<file path="src/rtl/embop_pkg.sv">
package embop_pkg;
  typedef enum logic [1:0] {
    OPK_PROG = 2'd0,
    OPK_CHIP = 2'd1,
    OPK_SECT = 2'd2
  } op_kind_e;

  localparam int POLL_BIT = 7;
  localparam int TGL_BIT  = 6;
  localparam int TMO_BIT  = 5;
  localparam int ETGL_BIT = 2;
endpackage

</file>
<file path="src/rtl/embop_sector_match.sv">
module embop_sector_match #(
  parameter int SECT_W = 4
) (
  input  logic [1:0]        op_kind,
  input  logic [SECT_W-1:0] erase_sector,
  input  logic [SECT_W-1:0] rd_sector,
  output logic              in_sect
);
  import embop_pkg::*;
  logic same;
  assign same    = (rd_sector == erase_sector);
  assign in_sect = (op_kind == OPK_CHIP) ? 1'b1 : same;
endmodule

</file>
<file path="src/rtl/embop_toggle_regs.sv">
module embop_toggle_regs (
  input  logic clk,
  input  logic rst_n,
  input  logic op_start,
  input  logic adv,
  input  logic t6_en,
  input  logic t2_en,
  output logic tgl6,
  output logic tgl2
);
  always_ff @(posedge clk) begin
    if (!rst_n || op_start) begin
      tgl6 <= 1'b0;
      tgl2 <= 1'b0;
    end else if (adv) begin
      if (t6_en) tgl6 <= ~tgl6;
      if (t2_en) tgl2 <= ~tgl2;
    end
  end

  AST_TGL_CLEAR: assert property (@(posedge clk) disable iff (!rst_n)
    op_start |=> (!tgl6 && !tgl2));
  AST_TGL_HOLD: assert property (@(posedge clk) disable iff (!rst_n)
    (!adv && !op_start) |=> ($stable(tgl6) && $stable(tgl2)));
endmodule

</file>
<file path="src/rtl/embop_status_compose.sv">
module embop_status_compose #(
  parameter int DATA_W = 8
) (
  input  logic [1:0]        op_kind,
  input  logic              op_busy,
  input  logic              op_suspended,
  input  logic              tmo,
  input  logic              prog_msb,
  input  logic              in_sect,
  input  logic              tgl6,
  input  logic              tgl2,
  input  logic [DATA_W-1:0] arr,
  output logic [DATA_W-1:0] out,
  output logic              t6_en,
  output logic              t2_en
);
  import embop_pkg::*;
  logic              stat_sel;
  logic              poll;
  logic [DATA_W-1:0] stat;

  assign stat_sel = (op_busy && !op_suspended) || tmo ||
                    (op_suspended && (op_busy || in_sect));

  always_comb begin
    if (op_kind == OPK_PROG) poll = op_busy ? ~prog_msb : prog_msb;
    else                     poll = !(op_busy && !op_suspended);
  end

  assign t6_en = op_busy;
  assign t2_en = (op_busy || op_suspended) && in_sect &&
                 ((op_kind != OPK_PROG) || op_suspended);

  for (genvar i = 0; i < DATA_W; i++) begin : g_bit
    if (i == POLL_BIT)      begin : g_p assign stat[i] = poll; end
    else if (i == TGL_BIT)  begin : g_t assign stat[i] = tgl6; end
    else if (i == TMO_BIT)  begin : g_m assign stat[i] = tmo;  end
    else if (i == ETGL_BIT) begin : g_e assign stat[i] = tgl2; end
    else                    begin : g_z assign stat[i] = 1'b0; end
  end

  assign out = stat_sel ? stat : arr;
endmodule

</file>
<file path="src/rtl/embop_rsp_slice.sv">
module embop_rsp_slice #(
  parameter int DATA_W = 8
) (
  input  logic              clk,
  input  logic              rst_n,
  input  logic              req_valid,
  output logic              req_ready,
  input  logic [DATA_W-1:0] in_data,
  output logic              rsp_valid,
  input  logic              rsp_ready,
  output logic [DATA_W-1:0] rsp_data
);
  assign req_ready = !rsp_valid || rsp_ready;

  always_ff @(posedge clk) begin
    if (!rst_n) begin
      rsp_valid <= 1'b0;
      rsp_data  <= '0;
    end else if (req_valid && req_ready) begin
      rsp_valid <= 1'b1;
      rsp_data  <= in_data;
    end else if (rsp_ready) begin
      rsp_valid <= 1'b0;
    end
  end

  AST_RSP_STABLE: assert property (@(posedge clk) disable iff (!rst_n)
    (rsp_valid && !rsp_ready) |=> (rsp_valid && $stable(rsp_data)));
endmodule

</file>
<file path="src/rtl/embop_status_unit.sv">
module embop_status_unit #(
  parameter int SECT_W = 4,
  parameter int DATA_W = 8
) (
  input  logic              clk,
  input  logic              rst_n,
  input  logic [1:0]        op_kind,
  input  logic              op_busy,
  input  logic              op_suspended,
  input  logic              op_timeout,
  input  logic              op_start,
  input  logic              clr_cmd,
  input  logic              prog_msb,
  input  logic [SECT_W-1:0] erase_sector,
  input  logic              req_valid,
  output logic              req_ready,
  input  logic [SECT_W-1:0] req_sector,
  input  logic [DATA_W-1:0] req_array,
  output logic              rsp_valid,
  input  logic              rsp_ready,
  output logic [DATA_W-1:0] rsp_data,
  output logic              ready_o
);
  logic              in_sect, tgl6, tgl2, t6_en, t2_en, tmo_q, accept;
  logic [DATA_W-1:0] composed;

  assign accept = req_valid && req_ready;

  always_ff @(posedge clk) begin
    if (!rst_n) begin
      tmo_q   <= 1'b0;
      ready_o <= 1'b1;
    end else begin
      ready_o <= !op_busy;
      if (clr_cmd)         tmo_q <= 1'b0;
      else if (op_timeout) tmo_q <= 1'b1;
    end
  end

  embop_sector_match #(.SECT_W(SECT_W)) u_match (
    .op_kind(op_kind), .erase_sector(erase_sector),
    .rd_sector(req_sector), .in_sect(in_sect));

  embop_toggle_regs u_tgl (
    .clk(clk), .rst_n(rst_n), .op_start(op_start), .adv(accept),
    .t6_en(t6_en), .t2_en(t2_en), .tgl6(tgl6), .tgl2(tgl2));

  embop_status_compose #(.DATA_W(DATA_W)) u_comp (
    .op_kind(op_kind), .op_busy(op_busy), .op_suspended(op_suspended),
    .tmo(tmo_q), .prog_msb(prog_msb), .in_sect(in_sect), .tgl6(tgl6),
    .tgl2(tgl2), .arr(req_array), .out(composed), .t6_en(t6_en),
    .t2_en(t2_en));

  embop_rsp_slice #(.DATA_W(DATA_W)) u_rsp (
    .clk(clk), .rst_n(rst_n), .req_valid(req_valid), .req_ready(req_ready),
    .in_data(composed), .rsp_valid(rsp_valid), .rsp_ready(rsp_ready),
    .rsp_data(rsp_data));

  AST_BUSY_FLAG: assert property (@(posedge clk) disable iff (!rst_n)
    op_busy |=> !ready_o);
  AST_TMO_STICKY: assert property (@(posedge clk) disable iff (!rst_n)
    (tmo_q && !clr_cmd) |=> tmo_q);
  AST_PASS_THRU: assert property (@(posedge clk) disable iff (!rst_n)
    (accept && !op_busy && !op_suspended && !tmo_q) |=>
      (rsp_data == $past(req_array)));
endmodule

</file>
<file path="config.mk">
export PLATFORM = sky130hd
export DESIGN_NAME = embop_status_unit
export DESIGN_NICKNAME = d
export VERILOG_FILES = /design/src/rtl/embop_pkg.sv /design/src/rtl/embop_sector_match.sv /design/src/rtl/embop_toggle_regs.sv /design/src/rtl/embop_status_compose.sv /design/src/rtl/embop_rsp_slice.sv /design/src/rtl/embop_status_unit.sv
export SDC_FILE = /design/constraint.sdc
export NUM_CORES = 1
export LEC_CHECK = 0
export BUFFER_PORTS_ARGS = -buffer_cell sky130_fd_sc_hd__buf_2
export CORE_MARGIN = 3
export CORE_UTILIZATION = 41
export DETAILED_ROUTE_END_ITERATION = 8
export PLACE_DENSITY = 0.76
export SETUP_SLACK_MARGIN = 0.5
export SYNTH_ARGS = -nofsm -noshare
export SYNTH_HDL_FRONTEND = slang
export SYNTH_SLANG_ARGS = --single-unit
export TNS_END_PERCENT = 100
</file>
<file path="constraint.sdc">
create_clock -name clk -period 1.45 [get_ports clk]
set_clock_uncertainty 0.05 [all_clocks]
set_input_delay 0 -clock clk [delete_from_list [all_inputs] [get_ports clk]]
set_output_delay 0 -clock clk [all_outputs]
set_load 0.02 [all_outputs]
</file>
# After elaboration in Yosys (flattened, before gate mapping)
# Index checks and enable logic that the tools add are counted.
[word_totals]
out_inout_bits = 11
input_bits = 28
word_cells = 41
register_bits = 13
[classes]
bitwise_logic = 4
eq_ne = 2
n_mux = 6
reduce_logical = 23
[op_table]
columns = ["operator", "count"]
rows = [
  ["8-bit two-way mux", 1],
  ["1-bit logical OR", 7],
  ["1-bit logical AND", 5],
  ["1-bit zero test", 5],
  ["1-bit two-way mux", 5],
  ["4-bit == test", 1],
  ["1-bit NOT", 4],
  ["2-bit AND reduction", 2],
  ["2-bit nonzero test", 2],
  ["2-bit by 1-bit == test with 1-bit output, second input constant", 1],
  ["2-bit zero test", 1],
  ["2-bit OR reduction", 1],
]

# Depth between registers and ports, before layout
# Gate-level depths: netlist of run 1.
[logic_depth]
depth_word = 6
ltp_mapped = 6
depth_no_buf = 5

# Hierarchy
# A second synthesis of run 1 with hierarchy kept.
[hier_totals]
hier_cells = 78
hier_area_um2 = 728.2
[by_module_without_submodules]
columns = ["module", "area_each_um2", "cells_per_inst", "seq_area_each_um2", "n_inst"]
rows = [
  ["embop_rsp_slice", 375.4, 40, 180.2, 1],
  ["embop_status_compose", 137.6, 17, 0.0, 1],
  ["embop_toggle_regs", 91.3, 9, 40.0, 1],
  ["embop_status_unit", 66.3, 6, 40.0, 1],
  ["embop_sector_match", 57.6, 6, 0.0, 1],
]

# Least setup slack after synthesis of run 1
# OpenSTA, ideal clock, no wires.
[synth_timing]
path_kind = "flip-flop to flip-flop"
from = "reg u_rsp.rsp_valid"
to = "reg u_rsp.rsp_data[3]"
setup_time_ns = 0.115
path_stages_with_launch = 7
period_less_slack_ns = 1.449
setup_slack_ns = 0.001
n_path_buf = 1
arrival_ns = 1.284
required_time_ns = 1.285
path_cell_list = "dfxtp_1 > nand2b_1 > and2_1 > buf_2 > nand2_1 > o21ai_0 > and2_1"
[synth_between]
elab_chain_len = 3
[synth_lines]
columns = ["item", "line", "source"]
rows = [
  ["start: declaration", "embop_rsp_slice.sv:9", "output logic rsp_valid,"],
  ["start signal: assignment", "embop_rsp_slice.sv:17", "rsp_valid <= 1'b0;"],
  ["start signal: assignment", "embop_rsp_slice.sv:20", "rsp_valid <= 1'b1;"],
  ["start signal: assignment", "embop_rsp_slice.sv:23", "rsp_valid <= 1'b0;"],
  ["1-bit zero test", "embop_rsp_slice.sv:13", "assign req_ready = !rsp_valid || rsp_ready;"],
  ["1-bit logical OR", "embop_rsp_slice.sv:13", ""],
  ["net req_ready", "embop_status_unit.sv:16", "output logic req_ready,"],
  ["1-bit logical AND", "embop_rsp_slice.sv:19", "end else if (req_valid && req_ready) begin"],
  ["end signal: assignment", "embop_rsp_slice.sv:21", "rsp_data <= in_data;"],
  ["end: declaration", "embop_rsp_slice.sv:11", "output logic [DATA_W-1:0] rsp_data"],
]
# The timed path passes the listed nets, and every way through them passes these cells.
# A chain may end at the register's enable or synchronous reset.

# Final worst setup path of run 1
[layout_timing]
from = "reg u_rsp.rsp_valid"
to = "reg u_tgl.tgl6"
[layout_between]
elab_chain_len = 4
[layout_lines]
columns = ["item", "line", "source"]
rows = [
  ["1-bit zero test", "embop_rsp_slice.sv:13", ""],
  ["1-bit logical OR", "embop_rsp_slice.sv:13", ""],
  ["1-bit logical AND", "embop_status_unit.sv:27", "assign accept = req_valid && req_ready;"],
  ["2-bit AND reduction (no line)", "--", ""],
  ["end signal: assignment", "embop_toggle_regs.sv:16", "if (t6_en) tgl6 <= ~tgl6;"],
  ["end: declaration", "embop_toggle_regs.sv:8", "output logic tgl6,"],
]
# No other way between the ends.

==> reports/metrics.cfg, run 1 <==
[detailed_routing]
drc_errors = 0
wl_met1_microns = 696
routed-wl-met2_microns = 897
drt-total-wl_microns = 1730
met3_wirelength_microns = 107
dr.max_layer_used = met4
ant_nets = 0
dr.pass1.iters = 4
drt-vias-per-instance = 4.90
via_count = 701
post_drt_wl_per_cell_microns = 12.1
drtIter0Drc = 10

[grt]
grt_pass1_vias = 631
grt_usage_pct = 17.0
grt_pass1_wl_microns = 2550
antenna_found_initial = 0
grt_overflow = 0
grt_start_max_net_pins = 13

[synth]
synth_fp_nets = 104
yosys_warnings = 0
synth_area_sq_um = 663
synthCells = 76
ys_seq_area_share_pct = 39.2
ys_ff_latch = 13
ys_types = 26
synth_area_per_cell_sq_um = 8.73

[setup_path]
crit_fanout = 6
setup.worst_path.class = register to register
cp.arrival_ns = 1.16
critPathLaunchType = register
required_ns = 1.57
r2r_setup_slack_ns = 0.41
end_kind = register

[layout]
final_cell_mix = buf_2, nand2_1, dfxtp_1, dlygate4sd3_1, o21ai_1
multi_input_area_sq_um = 454
layout-drive-gt1-share_pct = 47.7
area_growth_pct = 61.3
fillers = 102
final_common_cell = buf_2
nets = 157
seq_area_sq_um = 265
diodes = 0

[timing]
fin_setup_tns_ns = 0
rsz0062_at_grt = true
finalHoldViolations = 1
whs_ns = -0.00678
slew_viol_final = 0
max_freq_mhz = 966
setup_ws_ns = 0.414
max-slew-margin-rel_pct = 78.4
layout_min_cycle_time_ns = 1.04
setup_violations = 0
tightest_slew_ns = 0.323
post-route-period-util_pct = 71.4

[status]
failed_checks = negative hold slack
status = finished, violations left

[clock_network]
clk_pin_slew_ns = 0.07
cts_sinks = 13
h-tree-depth = 1
cts_buffers = 3
clock_latency_ns = 0.28
cts_tree = done
clockBufferDepth = 2
cts_root_buffer = clkbuf_4

[floorplanning]
chipWidth_microns = 46.2
core_sq_mm = 0.00140
start_util_pct = 47.4
io_pins = 39
fp.dieArea_sq_mm = 0.00214
std_cell_rows = 13
die_h_microns = 46.2

[run]
cap_violations = 0

[power]
leakage_nw = 0.504
pwr_density_cell_mw_per_mm2 = 794
irDropWorstVdd_mv = 0.589

[hold_path]
hp-class = input pin to register

[placement]
place_worst_setup_slack_ns = 0.159
dp.final_hpwl_microns = 1190
gp_congestion = 0.731
portBuffers = 38

[cell families (layout without fill, tap and decap cells)]
| family | after synthesis | count (layout) | synth area share [%] |
|---|---|---|---|
| flip-flops | 13 | 13 | 39.2 |
| AO/OA/AOI/OAI | 20 | 20 | 22.3 |
| buffers and inverters | 4 | 55 | 2.45 |
| AND/OR/NAND/NOR | 31 | 32 | 22.8 |
| multiplexers | 2 | 2 | 3.02 |
| XOR/XNOR | 6 | 6 | 10.2 |
[per-stage QoR]
step | utilization, % | power [W] | instances | instance area, sq um
after floorplan | - | 0.000518 | 76 | 688
after global placement | 63.1 | 0.000583 | 127 | 882
after detailed placement | 63.1 | 0.000588 | 127 | 882
after CTS | 73.1 | 0.000840 | 142 | 1020
after global routing | 76.5 | 0.000896 | 143 | 1070
final | 76.5 | 0.000850 | 143 | 1070
[final timing paths]
check | endpoint | startpoint | depth (start not counted)
worst min register to register | u_rsp.rsp_data[5] | u_rsp.rsp_data[5] | 2
worst min-delay path | u_rsp.rsp_data[6] | req_array[6] | 3
worst max-delay path | u_tgl.tgl6 | u_rsp.rsp_valid | 5
worst max register to register | u_tgl.tgl6 | u_rsp.rsp_valid | 5
[metal layers]
metal / vias to the layer above / global-route usage [%]
met3: 4 / 5.86
met5: - / 0
met2: 21 / 27.7
met1: 309 / 20.0
met4: 0 / 6.82
li1: 367 / -
[cell usage after synthesis]
cell type | number | area, sq um
a41oi_4 | 1 | 27.5
o21ai_0 | 8 | 40.0
o21ai_4 | 1 | 16.3
buf_2 | 1 | 5.00
nor3_1 | 1 | 5.00
a2bb2oi_1 | 1 | 8.76
and2_1 | 5 | 31.3
a31oi_1 | 2 | 12.5
or2_2 | 1 | 6.26
nor3b_1 | 1 | 7.51
xor2_1 | 1 | 8.76
a21boi_0 | 1 | 7.51
inv_1 | 2 | 7.51
o211ai_1 | 2 | 15.0
nand2b_1 | 2 | 12.5
xnor2_2 | 2 | 32.5
nor2b_1 | 1 | 6.26
dfxtp_1 | 13 | 260
nor2_1 | 5 | 18.8
a21oi_1 | 4 | 20.0
nand2_1 | 13 | 48.8
nor3_2 | 1 | 10.0
nand3_1 | 1 | 5.00
mux2i_1 | 2 | 20.0
clkbuf_1 | 1 | 3.75
xnor2_1 | 3 | 26.3
[report_power, final]
part           switching, W  total (W)  internal, W
sequential        0.0000101   0.000386     0.000376
combinational      0.000121   0.000241     0.000120
clock              0.000116   0.000223     0.000107
[worst max-delay path, cell delays in order (launching register included)]
cell and delay (ns):
dfxtp_4 0.35, nand2b_4 0.09, and2_4 0.18, nand2_2 0.06, xor2_1 0.15, nor2_1 0.05
[repair_timing]
item,4_1_cts,5_1_grt
hold endpoints to repair,8,0
gates cloned,1,0
hold buffers,9,0
pin swaps,5,5
resized for setup,7,9
buffers inserted,1,1
endpoints found under the setup margin,10,11
[registers in the layout, summed over array words and instances, names as in the netlist]
| signal | count |
|---|---|
| u_rsp.rsp_data | 8 |
| ready_o | 1 |
| tmo_q | 1 |
| u_rsp.rsp_valid | 1 |
| u_tgl.tgl2 | 1 |
| u_tgl.tgl6 | 1 |
[final cells by class]
cell class                 instances  share of cell area (%)
sequential                        13                    24.8
tap                               15                    1.75
timing repair buffer              49                    27.8
multi-input combinational         60                    42.5
clock buffer                       4                    2.46
inverter                           2                   0.702
(Power assumes the default switching activity.)
==> run 2: changes to the inputs <==
==> constraint.sdc (replaced) <==
create_clock -name clk -period 1 [get_ports clk]
set_clock_uncertainty 0.05 [all_clocks]
set_input_delay 0 -clock clk [delete_from_list [all_inputs] [get_ports clk]]
set_output_delay 0 -clock clk [all_outputs]
set_load 0.02 [all_outputs]
==> reports/metrics.cfg, run 2 (synthesized netlist as in run 1, its figures left out) <==
[status]
status = finished, violations left
failed_checks = negative hold slack, negative setup slack

[clock_network]
clockBufferDepth = 2
cts_root_buffer = clkbuf_4
h-tree-depth = 1
clock_latency_ns = 0.27
clk_pin_slew_ns = 0.08
cts_buffers = 3
cts_tree = done
cts_sinks = 13

[detailed_routing]
post_drt_wl_per_cell_microns = 12.6
via_count = 697
drc_errors = 0
drtIter0Drc = 13
drt-total-wl_microns = 1750
ant_nets = 0
drt-vias-per-instance = 5.01
dr.pass1.iters = 4

[timing]
rsz0062_at_grt = true
finalHoldViolations = 9
layout_min_cycle_time_ns = 1.05
setup_violations = 9
slew_viol_final = 0
tightest_slew_ns = 0.260
max-slew-margin-rel_pct = 82.5
max_freq_mhz = 952
fin_setup_tns_ns = -0.315
whs_ns = -0.182
setup_ws_ns = -0.0509
post-route-period-util_pct = 105

[placement]
gp_congestion = 0.707
portBuffers = 38
dp.final_hpwl_microns = 1310

[layout]
fin_util_pct = 76.0
final_common_cell = buf_2
final_cell_mix = buf_2, buf_6, nand2_1, buf_4, dfxtp_2
diodes = 0
largest_register_ffs = 8
largest-register = u_rsp.rsp_data
nets = 153
area_growth_pct = 60.4
fillers = 104
layout-drive-gt1-share_pct = 58.1

[floorplanning]
start_util_pct = 47.4
die_h_microns = 46.2
chipWidth_microns = 46.2
std_cell_rows = 13
core_sq_mm = 0.00140
io_pins = 39
fp.dieArea_sq_mm = 0.00214

[setup_path]
cp_slowest_cell = dfxtp_4
setup.worst_path.class = register to register
crit_chain = nand2b_4 > and2_4 > nand2_1 > o21ai_1 > and2_1
slowest_delay_ns = 0.36
crit_family = simple AND/OR/NAND/NOR gates
crit_buf_inv = 0
required_ns = 1.17
end_kind = register
crit_fanout = 6
cp.arrival_ns = 1.22
critPathLaunchType = register

[grt]
grt_usage_pct = 17.2
grt_start_max_net_pins = 13
grt_overflow = 0
grt_pass1_vias = 656
antenna_found_initial = 0
grt_pass1_wl_microns = 2570

[hold_path]
hp-class = input pin to register

[power]
switching_share_pct = 28.7
seqPwrFrac_pct = 45.7
power_switching_w = 0.000357
pwr_density_cell_mw_per_mm2 = 1170
internal_power_w = 0.000886
irDropWorstVdd_mv = 0.910
leakage_nw = 0.489
pwr-share-comb_pct = 28.3
clkPwrFrac_pct = 26.0

[run]
cap_violations = 0

[run 2: cell count changes in the layout (fill, tap and decap cells not counted), moves of 2 or more]
cell,previous run,this run
buf_2,37,27
buf_6,0,10
dlygate4sd3_1,9,0
dfxtp_1,11,4
dfxtp_2,1,8
buf_4,3,8
nand2_1,11,8
nand2_2,1,4
xnor2_1,1,3
xnor2_2,4,2
[run 2: worst paths after layout]
path / slack [ns] / depth (start not counted) / start / endpoint
max: -0.05 / 5 / u_rsp.rsp_valid / u_rsp.rsp_data[1]
min: -0.18 / 2 / clr_cmd / tmo_q
max reg2reg: -0.05 / 5 / u_rsp.rsp_valid / u_rsp.rsp_data[1]
min reg2reg: 0.47 / 2 / u_tgl.tgl6 / u_tgl.tgl6
[run 2: area by class of cell]
cell class              count  area [sq um]  share of cell area [%]
multi-input cells          60           429                    40.4
repair buffers             45           308                    28.9
flip-flops and latches     13           274                    25.8
clock buffers               4          26.3                    2.47
well taps                  15          18.8                    1.76
inverters                   2          7.51                   0.706
[run 2: power groups by stage]
stage	Combinational, W	Clock [W]	Sequential (W)
CTS	0.000342	0.000330	0.000567
detailed placement	0.000299	0	0.000571
global route	0.000380	0.000371	0.000571
floorplan	0.000151	0	0.000600
global placement	0.000291	0	0.000570
finish	0.000352	0.000323	0.000568
[run 2: timing repair]
action                                  4_1_cts  5_1_grt
cloned                                        1        0
endpoints found under the setup margin       23       23
pin swaps                                     7        6
resized for setup                            29        9
endpoints found under the hold margin         9        9
buffers inserted                              2        1
[run 2: metal layers]
layer,vias up,share of wire [%],global-route usage [%]
met4,0,0.80,5.11
li1,356,-,-
met3,4,6.9,7.03
met1,310,37,17.3
met2,27,55,31.6
met5,-,0,0
[run 2: metrics by stage]
step / cell area, sq um / setup WS [ns] / power [W] / std cells
finish: 1060 / -0.0509 / 0.00124 / 139
global route: 1060 / -0.0976 / 0.00132 / 139
CTS: 1040 / -0.0249 / 0.00124 / 138
detailed placement: 913 / -0.309 / 0.000870 / 131
global placement: 913 / -0.212 / 0.000861 / 131
floorplan: 689 / -0.126 / 0.000751 / 76
